$ cat src/rtl/pbr_pkg.sv
`timescale 1ns/1ps
package pbr_pkg;
  localparam int WORD_W = 32;
  localparam int LANES  = WORD_W / 8;
  typedef logic [WORD_W-1:0] word_t;
  typedef logic [LANES-1:0]  lane_t;
endpackage

$ cat src/rtl/pbr_mem.sv
`timescale 1ns/1ps
// Simple dual-port word memory with byte lanes, registered read (block RAM style).
module pbr_mem #(
  parameter int DEPTH = 64,
  localparam int AW = $clog2(DEPTH)
) (
  input  logic              clk,
  input  logic              we,
  input  logic [AW-1:0]     waddr,
  input  pbr_pkg::word_t    wdata,
  input  pbr_pkg::lane_t    wlanes,
  input  logic              re,
  input  logic [AW-1:0]     raddr,
  output pbr_pkg::word_t    rdata
);
  import pbr_pkg::*;

  logic [LANES-1:0][7:0] store [DEPTH];

  always_ff @(posedge clk) begin
    if (we) begin
      for (int b = 0; b < LANES; b++) begin
        if (wlanes[b]) begin
          store[waddr][b] <= wdata[8*b +: 8];
        end
      end
    end
  end

  always_ff @(posedge clk) begin
    if (re) begin
      rdata <= store[raddr];
    end
  end
endmodule

$ cat src/rtl/pbr_req_fifo.sv
`timescale 1ns/1ps
// In-order queue of pending read requests.
module pbr_req_fifo #(
  parameter int DEPTH = 4,
  parameter int W     = 10,
  localparam int PW = (DEPTH > 1) ? $clog2(DEPTH) : 1,
  localparam int CW = $clog2(DEPTH + 1)
) (
  input  logic         clk,
  input  logic         rst,
  input  logic         push,
  input  logic [W-1:0] din,
  input  logic         pop,
  output logic [W-1:0] dout,
  output logic         empty,
  output logic         full
);
  logic [W-1:0]  slots [DEPTH];
  logic [PW-1:0] wptr, rptr;
  logic [CW-1:0] used;

  function automatic logic [PW-1:0] step(input logic [PW-1:0] p);
    return (p == PW'(DEPTH - 1)) ? '0 : p + PW'(1);
  endfunction

  assign empty = (used == '0);
  assign full  = (used == CW'(DEPTH));
  assign dout  = slots[rptr];

  always_ff @(posedge clk) begin
    if (push) begin
      slots[wptr] <= din;
    end
  end

  always_ff @(posedge clk) begin
    if (rst) begin
      wptr <= '0;
      rptr <= '0;
      used <= '0;
    end else begin
      if (push) begin
        wptr <= step(wptr);
      end
      if (pop) begin
        rptr <= step(rptr);
      end
      case ({push, pop})
        2'b10:   used <= used + CW'(1);
        2'b01:   used <= used - CW'(1);
        default: used <= used;
      endcase
    end
  end


  fifo_ovf_chk: assert property (@(posedge clk) disable iff (rst) !(push && full));

  fifo_unf_chk: assert property (@(posedge clk) disable iff (rst) !(pop && empty));
endmodule

$ cat src/rtl/pbr_wr_ctrl.sv
`timescale 1ns/1ps
// Write burst tracker: captures start and length on the first beat, then steps.
module pbr_wr_ctrl #(
  parameter int AW      = 6,
  parameter int BURST_W = 4
) (
  input  logic               clk,
  input  logic               rst,
  input  logic               fire,
  input  logic [AW-1:0]      addr,
  input  logic [BURST_W-1:0] burst,
  output logic [AW-1:0]      beat_addr,
  output logic               in_burst
);
  logic [AW-1:0]      next_addr;
  logic [BURST_W-1:0] left;
  logic [BURST_W-1:0] len;

  assign len       = (burst == '0) ? BURST_W'(1) : burst;
  assign beat_addr = in_burst ? next_addr : addr;

  always_ff @(posedge clk) begin
    if (rst) begin
      in_burst  <= 1'b0;
      next_addr <= '0;
      left      <= '0;
    end else if (fire) begin
      next_addr <= beat_addr + AW'(1);
      if (!in_burst) begin
        left     <= len - BURST_W'(1);
        in_burst <= (len > BURST_W'(1));
      end else begin
        left <= left - BURST_W'(1);
        if (left == BURST_W'(1)) begin
          in_burst <= 1'b0;
        end
      end
    end
  end


  wr_left_chk: assert property (@(posedge clk) disable iff (rst) in_burst |-> (left != '0));
endmodule

$ cat src/rtl/pbr_rd_ctrl.sv
`timescale 1ns/1ps
// Read burst server: takes one queued request at a time, issues one word per cycle.
module pbr_rd_ctrl #(
  parameter int AW      = 6,
  parameter int BURST_W = 4
) (
  input  logic               clk,
  input  logic               rst,
  input  logic               q_empty,
  input  logic [AW-1:0]      q_addr,
  input  logic [BURST_W-1:0] q_len,
  output logic               q_pop,
  output logic               issue,
  output logic [AW-1:0]      issue_addr,
  output logic               serving,
  output logic               valid
);
  logic [BURST_W-1:0] left;

  assign q_pop = !serving && !q_empty;
  assign issue = serving;

  always_ff @(posedge clk) begin
    if (rst) begin
      serving    <= 1'b0;
      valid      <= 1'b0;
      left       <= '0;
      issue_addr <= '0;
    end else begin
      valid <= serving;
      if (q_pop) begin
        serving    <= 1'b1;
        issue_addr <= q_addr;
        left       <= q_len;
      end else if (serving) begin
        issue_addr <= issue_addr + AW'(1);
        left       <= left - BURST_W'(1);
        if (left == BURST_W'(1)) begin
          serving <= 1'b0;
        end
      end
    end
  end


  rd_left_chk: assert property (@(posedge clk) disable iff (rst) serving |-> (left != '0));
endmodule

$ cat src/rtl/pbus_burst_ram.sv
`timescale 1ns/1ps
module pbus_burst_ram #(
  parameter int DEPTH      = 64,
  parameter int BURST_W    = 4,
  parameter int FIFO_DEPTH = 4,
  localparam int AW = $clog2(DEPTH),
  localparam int QW = AW + BURST_W,
  localparam int OW = BURST_W + $clog2(FIFO_DEPTH + 2) + 1
) (
  input  logic                 clk,
  input  logic                 rst,
  input  logic [AW-1:0]        bus_addr,
  input  logic [BURST_W-1:0]   bus_burst,
  input  logic                 bus_read,
  input  logic                 bus_write,
  input  logic [31:0]          bus_wdata,
  input  logic [3:0]           bus_byte_en,
  output logic                 bus_wait,
  output logic [31:0]          bus_rdata,
  output logic                 bus_rvalid
);
  logic               wr_in_burst, rd_serving;
  logic               q_empty, q_full, q_pop;
  logic [QW-1:0]      q_head;
  logic [AW-1:0]      wr_addr, rd_addr;
  logic               rd_issue;
  logic               acc_rd, acc_wr;
  logic [BURST_W-1:0] rd_len;

  assign bus_wait = bus_read  ? (wr_in_burst || q_full)
                              : (bus_write && !wr_in_burst && (rd_serving || !q_empty));
  assign acc_rd   = bus_read  && !bus_wait;
  assign acc_wr   = bus_write && !bus_wait;
  assign rd_len   = (bus_burst == '0) ? BURST_W'(1) : bus_burst;

  pbr_wr_ctrl #(.AW(AW), .BURST_W(BURST_W)) u_wr (
    .clk(clk), .rst(rst), .fire(acc_wr), .addr(bus_addr), .burst(bus_burst),
    .beat_addr(wr_addr), .in_burst(wr_in_burst)
  );

  pbr_req_fifo #(.DEPTH(FIFO_DEPTH), .W(QW)) u_q (
    .clk(clk), .rst(rst), .push(acc_rd), .din({bus_addr, rd_len}),
    .pop(q_pop), .dout(q_head), .empty(q_empty), .full(q_full)
  );

  pbr_rd_ctrl #(.AW(AW), .BURST_W(BURST_W)) u_rd (
    .clk(clk), .rst(rst), .q_empty(q_empty),
    .q_addr(q_head[QW-1:BURST_W]), .q_len(q_head[BURST_W-1:0]),
    .q_pop(q_pop), .issue(rd_issue), .issue_addr(rd_addr),
    .serving(rd_serving), .valid(bus_rvalid)
  );

  pbr_mem #(.DEPTH(DEPTH)) u_mem (
    .clk(clk), .we(acc_wr), .waddr(wr_addr), .wdata(bus_wdata), .wlanes(bus_byte_en),
    .re(rd_issue), .raddr(rd_addr), .rdata(bus_rdata)
  );

  // Beats still owed to the master, kept only to check the data-valid stream.
  logic [OW-1:0] owed;
  always_ff @(posedge clk) begin
    if (rst) begin
      owed <= '0;
    end else begin
      owed <= owed + (acc_rd ? OW'(rd_len) : OW'(0)) - OW'(bus_rvalid);
    end
  end


  rvalid_owed_chk: assert property (@(posedge clk) disable iff (rst) bus_rvalid |-> (owed != '0));

  rd_in_wr_chk: assert property (@(posedge clk) disable iff (rst)
    (wr_in_burst && bus_read) |-> !acc_rd);
endmodule

$ cat config.mk
export PLATFORM = sky130hd
export DESIGN_NAME = pbus_burst_ram
export DESIGN_NICKNAME = d
export VERILOG_FILES = /design/src/rtl/pbr_pkg.sv /design/src/rtl/pbr_mem.sv /design/src/rtl/pbr_req_fifo.sv /design/src/rtl/pbr_wr_ctrl.sv /design/src/rtl/pbr_rd_ctrl.sv /design/src/rtl/pbus_burst_ram.sv
export SDC_FILE = /design/constraint.sdc
export NUM_CORES = 2
export LEC_CHECK = 0
export BUFFER_PORTS_ARGS = -buffer_cell sky130_fd_sc_hd__buf_2
export CAP_MARGIN = 10
export CORE_MARGIN = 4
export CORE_UTILIZATION = 55
export DETAILED_ROUTE_END_ITERATION = 8
export GPL_ROUTABILITY_DRIVEN = 0
export PLACE_DENSITY = 0.71
export SETUP_SLACK_MARGIN = 0.4
export SLEW_MARGIN = 25
export SYNTH_ARGS = -nofsm -noshare
export SYNTH_HDL_FRONTEND = slang
export SYNTH_HIERARCHICAL = 1
export SYNTH_SLANG_ARGS = --single-unit
$ cat constraint.sdc
create_clock -name clk -period 7.56 [get_ports clk]
set_input_delay 0.756 -clock clk [delete_from_list [all_inputs] [get_ports clk]]
set_output_delay 0.756 -clock clk [all_outputs]
set_load 0.005 [all_outputs]
* Yosys cells after proc, flatten, opt, wreduce, memory -nomap -nowiden
Memories as Yosys holds them, arrays and structs flattened. A register that Yosys moved wholly into a read port is not among the register bits.
Cells that the tools add are included.
Widths: inputs -> output; s select.
** Operators by class
- $add $sub $neg :: 9
- Order comparisons :: 1
- Equality and inequality tests :: 7
- Muxes and demuxes :: 32
- Reduce and logical (&&, ||, !) cells :: 15
** Operators with widths (count)
- $mux 1 :: 20
- $mux 6 :: 3
- $mux 4 :: 4
- $add 6x1->6 const B :: 2
- $sub 4x1->4 const B :: 3
- $eq 4x1->1 const B :: 2
- $mux 2 :: 4
- $eq 2x2->1 const B :: 3
- $pmux 3 s2 :: 1
- $logic_and 1x1->1 :: 5
- $add 2x1->2 const B :: 2
- $gt 4x1->1 const B :: 1
- $logic_not 1->1 :: 4
- $logic_not 4->1 :: 1
- $reduce_bool 2->1 :: 2
- $add 3x1->3 const B :: 1
- $eq 3x3->1 const B :: 1
- $logic_not 3->1 :: 1
- $sub 3x1->3 const B :: 1
- $eq 2x1->1 const B :: 1
- $logic_or 1x1->1 :: 2
** Word-level totals
- Bits in registers :: 30
- Memory bits (writable) :: 2088
- Input bits :: 50
- Output and inout bits :: 34
- Memories kept :: 2
** Memories
- u_mem.store :: depth 64, width 32, rd ports 1, clocked after Yosys merged registers in 1, wr ports 1, RTL line pbr_mem.sv:18 : logic [LANES-1:0][7:0] store [DEPTH];
- u_q.slots :: depth 4, width 10, rd ports 1, clocked after Yosys merged registers in 1, wr ports 1, RTL line pbr_req_fifo.sv:18 : logic [W-1:0] slots [DEPTH];

* Longest topological paths before layout
- Word-level depth :: 9
- Gate-level depth with buffers :: 10

* Modules after synthesis
Netlist, hierarchy kept.
** By module, submodules not included
- pbr_mem :: times used 1, cells each 3576, area an instance 80091.8 um^2, seq. area each 62459.9 um^2
- pbr_req_fifo :: times used 1, cells each 100, area an instance 1890.6 um^2, seq. area each 1381.3 um^2
- pbr_wr_ctrl :: times used 1, cells each 86, area an instance 795.8 um^2, seq. area each 220.2 um^2
- pbr_rd_ctrl :: times used 1, cells each 71, area an instance 646.9 um^2, seq. area each 240.2 um^2
- pbus_burst_ram :: times used 1, cells each 13, area an instance 72.6 um^2, seq. area each 0.0 um^2

* Worst setup path before layout
Ideal clock, no wire load.
- Path kind :: register to register
- Start point :: reg u_rd.serving, in the netlist u_rd/issue
- End point :: mem u_mem/store[10][0] (netlist bit), enable pin
- Setup time :: 370 ps
- Arrival :: 2357 ps
- Required time :: 7190 ps
- Slack :: 4833 ps
- Stages on the path, launching flop included :: 8
- Cell sequence :: dfxtp_1 > buf_4 > nor2b_1 > nor2_1 > o21ai_0 > nand2_1 > clkbuf_1 > nor2_1
** On the way
- Longest elaborated chain between the ends :: 7
** Ends and longest elaborated chain
- start: declaration :: RTL line pbr_rd_ctrl.sv:15 : output logic serving,
- start signal: assignment :: RTL line pbr_rd_ctrl.sv:25 : serving <= 1'b0;
- start signal: assignment :: RTL line pbr_rd_ctrl.sv:32 : serving <= 1'b1;
- start signal: assignment :: RTL line pbr_rd_ctrl.sv:39 : serving <= 1'b0;
- $logic_or 1x1->1 :: RTL line pbus_burst_ram.sv:31 : : (bus_write && !wr_in_burst && (rd_serving || !q_empty));
- $logic_and 1x1->1 :: RTL line pbus_burst_ram.sv:31
- $mux 1 :: RTL line pbus_burst_ram.sv:30 : assign bus_wait = bus_read ? (wr_in_burst || q_full)
- $logic_not 1->1 :: RTL line pbus_burst_ram.sv:33 : assign acc_wr = bus_write && !bus_wait;
- $logic_and 1x1->1 :: RTL line pbus_burst_ram.sv:33
- named net acc_wr :: RTL line pbus_burst_ram.sv:27 : logic acc_rd, acc_wr;
- $mux 1 :: RTL line pbr_mem.sv:21 : if (we) begin
- $mux 1 (implied by the code) :: RTL line pbr_mem.sv:24 : store[waddr][b] <= wdata[8*b +: 8];
- end: declaration :: RTL line pbr_mem.sv:18
The timed path passes the listed nets, and every way through them passes these cells.

* Worst setup path after layout
- Start point :: reg u_wr.in_burst
- End point :: mem u_mem/store[34][19] (netlist bit), enable pin
** On the way
- Elaborated cells on any way between the ends :: 10
** RTL lines
- start: declaration :: RTL line pbr_wr_ctrl.sv:13 : output logic in_burst
- start signal: assignment :: RTL line pbr_wr_ctrl.sv:31 : in_burst <= (len > BURST_W'(1));
- $mux 6 :: RTL line pbr_wr_ctrl.sv:20 : assign beat_addr = in_burst ? next_addr : addr;
- named net wr_addr[0] :: RTL line pbus_burst_ram.sv:25 : logic [AW-1:0] wr_addr, rd_addr;
The timed path passes the listed nets, and every way through them passes these cells.

==> Flow_metrics.wiki <==
{| class="wikitable"
! Metric !! Value
|-
| Clk network pwr share || 0.315
|-
| TNS Setup || 0 ns
|-
| Clock transition at the registers of the reported paths || 0.06 ns
|-
| Most common cell after layout, fill and taps aside || edfxtp_1
|-
| Area Overhead vs Synth || 11.01%
|-
| Leak || around 28 nW
|-
| Pin count of the biggest net entering global routing || 103
|-
| Most frequent cell on the critical path || nand2_1
|-
| Die Wd || 397.6 µm
|-
| Critical path's largest stage delay || around 0.92 ns
|-
| Switch share || 0.2970
|-
| Most used DFF post-synth || edfxtp_1
|-
| Total gr overflow || 0
|-
| Synthesized cell area || 83500 µm²
|-
| Fraction of layout cells with a size suffix above 1 || 0.2585
|-
| I/O Buffers || slightly above 80
|-
| Final worst path period share || 0.6060
|-
| Number of buffers added to fix hold violations after cts || 0
|-
| Clock tree from TritonCTS || built
|-
| Switching power || 9.507 mW
|-
| Clock buffer depth || 3
|-
| Part of the total power dissipated in sequential elements || 0.433
|-
| Clock insertion delay at the later pin of the skew report || between 0.8 and 0.9 ns
|-
| Hold_ws || roughly 0.18 ns
|-
| Estimated wirelength of the detail-placed design || between 100 and 150 mm
|-
| Boundary pin count || between 80 and 90
|-
| Post-CTS Setup Repair Bufs || 0
|-
| Router iterations before antenna repair || 8
|-
| Internal Dissipation || roughly 23 mW
|-
| Initial DRC count || ~6200
|-
| Effective utilization at floorplan || 0.5555
|-
| Seq/Total Area, Yosys || 0.7701
|-
| Final max-slew violation count || 0
|-
| Clock skew || between 0.03 and 0.04 ns
|-
| Vias per inst || approximately 6.7
|-
| Class of the most critical hold timing path || input pin to flip-flop
|-
| Clock root cell || clkbuf_16
|-
| Peak supply drop || ~240 µV
|-
| Arrival time reported for the critical path endpoint || a little over 5 ns
|-
| Slew at the pin with the worst max-slew slack || 1.171 ns
|-
| Via Count || slightly above 40000
|-
| Filler-free cell count of the finished design || 6184
|-
| Cell total after placement || approximately 5800
|-
| Power Density || 345.4 nW/µm²
|-
| Routed wirelength normalized by instance count || about 35 µm
|-
| Number of flops mapped to enable cells by yosys || 2120
|-
| Remaining antenna violation count || 0
|-
| Rows || around 140
|-
| Overall routing resource usage || 0.2750
|-
| Synthesized Nets || 3910
|-
| Cell count after synthesis || roughly 3800
|-
| Status || finished, final reports clean
|-
| Fin. Hold Viols || 0
|-
| Gates resized, CTS repair || 0
|-
| Portion of total power attributed to combinational logic || 0.252
|-
| Post-synthesis sequential element count || 2152
|-
| H-tree depth || 4
|-
| Minimum clock period || approximately 4.6 ns
|-
| CP Class || flip-flop to flip-flop
|-
| Slowest CP cell || nor2_1
|-
| Yosys warns || 6
|-
| Max Cap Violations || 0
|-
| Ordered cell list for the critical path || inv_1, nand2_1, nand2_1, nor3b_1, nand2_1, nor2_1
|-
| FFs w/ async S/R, synth || 0
|-
| Total clock sinks || approximately 2200
|-
| Wirelength, routed || about 220 mm
|-
| Initial antenna violation count || 11
|-
| Placeable core region || approximately 150000 µm²
|-
| Final-stage net count || 4052
|-
| Kind of start point of the critical path || flip-flop
|-
| Total clock buffers created by CTS || ~200
|-
| Top achievable clock speed || 218.3 MHz
|-
| Number of global-route vias before repair || 40750
|-
| Overall Power || around 32 mW
|-
| Die height || approximately 400 µm
|-
| Required time of the critical path || about 8 ns
|-
| Global-route wire length before repair || 303.4 mm
|-
| Post-synthesis average cell area || around 22 µm²
|-
| Count of unresolved DRC violations after routing || 0
|-
| Total setup violations reported at the end of the flow || 0
|-
| Commonest cells after routing, fill and taps aside || edfxtp_1, mux4_2, nor2_1, clkbuf_16, nand2_1
|-
| Normalized max-slew margin || 0.2175
|-
| DIE AREA || 158100 µm²
|-
| Largest fanout of any net on the critical path || 22
|-
| Unrepaired setup endpoints after global routing || no
|-
| Worst Setup End Kind || flip-flop
|-
| Library cells used by synthesis || 67
|-
| Fillers || 10260
|-
| Utilization of the core after routing || 0.6167
|}
==> power by group through the flow <==
stage               Combinational (mW)  Sequential, mW  Clock [mW]
floorplan                         5.37            13.8           0
global placement                  7.92            14.1           0
detailed placement                7.99            14.1           0
CTS                               8.02            13.9        10.2
global route                      8.37            13.9        10.8
finish                            8.07            13.9        10.1
==> registers in the layout (all words and copies together) (netlist names), 2 cells and up, named ones only <==
register / count
u_mem/store: 2048
u_q/slots: 40
u_mem/rdata: 32
u_rd/issue_addr: 6
u_wr/next_addr: 6
u_rd/left: 4
u_wr/left: 4
u_q/used: 3
u_q/rptr: 2
u_q/wptr: 2
==> final timing paths <==
kind	slack [ns]	start	cells past startpoint	endpoint
setup / recovery	2.98	u_wr/in_burst	6	u_mem/store[34][19]
hold reg to reg	0.46	u_wr/left[3]	2	u_wr/left[3]
setup reg to reg	2.98	u_wr/in_burst	6	u_mem/store[34][19]
hold / removal	0.18	bus_addr[3]	1	u_q/slots[2][7]
==> cell usage after synthesis, types with 8 or more instances <==
master	instances	area, µm²
mux2i_1	86	860.8
dfxtp_1	32	640.6
clkbuf_1	85	319.1
nand3_1	18	90.09
a221oi_1	18	157.7
ha_1	13	162.7
a31oi_1	8	50.05
o211ai_1	20	150.1
buf_1	20	75.07
edfxtp_1	2120	63660
o221ai_1	15	131.4
a21oi_1	42	210.2
nand2_1	95	356.6
mux2_2	29	326.6
nand2b_1	12	75.07
o22ai_1	43	269.0
o21ai_0	13	65.06
nor3_1	27	135.1
buf_2	67	335.3
nor2_1	299	1122
nor2b_1	15	93.84
a22o_1	11	96.34
buf_6	17	191.4
buf_4	33	247.7
a22oi_1	53	397.9
nor3b_1	10	75.07
mux4_2	553	12450
inv_1	16	60.06
==> logic make-up (layout without fill, tap and decap cells) <==
kind of cell | count (synthesis) | count (layout) | share of synthesized area
XOR/XNOR | 5 | 5 | 0.0005244
AO/OA/AOI/OAI | 245 | 245 | 0.02074
adder cells (fa/ha/maj) | 14 | 14 | 0.002188
flip-flops | 2152 | 2152 | 0.7701
buffers and inverters | 242 | 551 | 0.01513
multiplexers | 672 | 672 | 0.1641
other | 0 | 13 | 0
AND/OR/NAND/NOR | 516 | 516 | 0.02726
==> per-stage QoR <==
step | area (µm²) | worst slack, ns
after floorplan | 83500 | 4.833
after global placement | 86020 | 3.237
after detailed placement | 86030 | 3.051
after CTS | 92650 | 3.024
after global routing | 92660 | 2.760
final | 92690 | 2.979
==> routing by layer <==
metal | part of all wire | wire [µm] | track usage
met5 | 0.00013 | 27 | 0
met2 | 0.47 | 101900 | 0.4241
met1 | 0.36 | 77970 | 0.3730
met3 | 0.12 | 24900 | 0.07527
met4 | 0.048 | 10260 | 0.1226
==> worst max-delay path, delay by kind of cell (launching register included) <==
kind                   cells  cell delay (ns)
buffers and inverters      1             0.25
and+or+nand+nor            5             3.07
DFF                        1             0.87
==> cell type report <==
cell class / count / area (µm²) / area share
multi-input cells: 1452 / 18000 / 0.1942
repair buffers: 162 / 1134 / 0.01223
clock buffers: 245 / 5289 / 0.05706
clock inverters: 128 / 1329 / 0.01434
inverters: 16 / 60.06 / 0.0006479
diodes: 13 / 32.53 / 0.0003510
flip-flops and latches: 2152 / 64330 / 0.6940
well taps: 2016 / 2522 / 0.02721
Note: power is estimated with default switching activity, not from simulation.
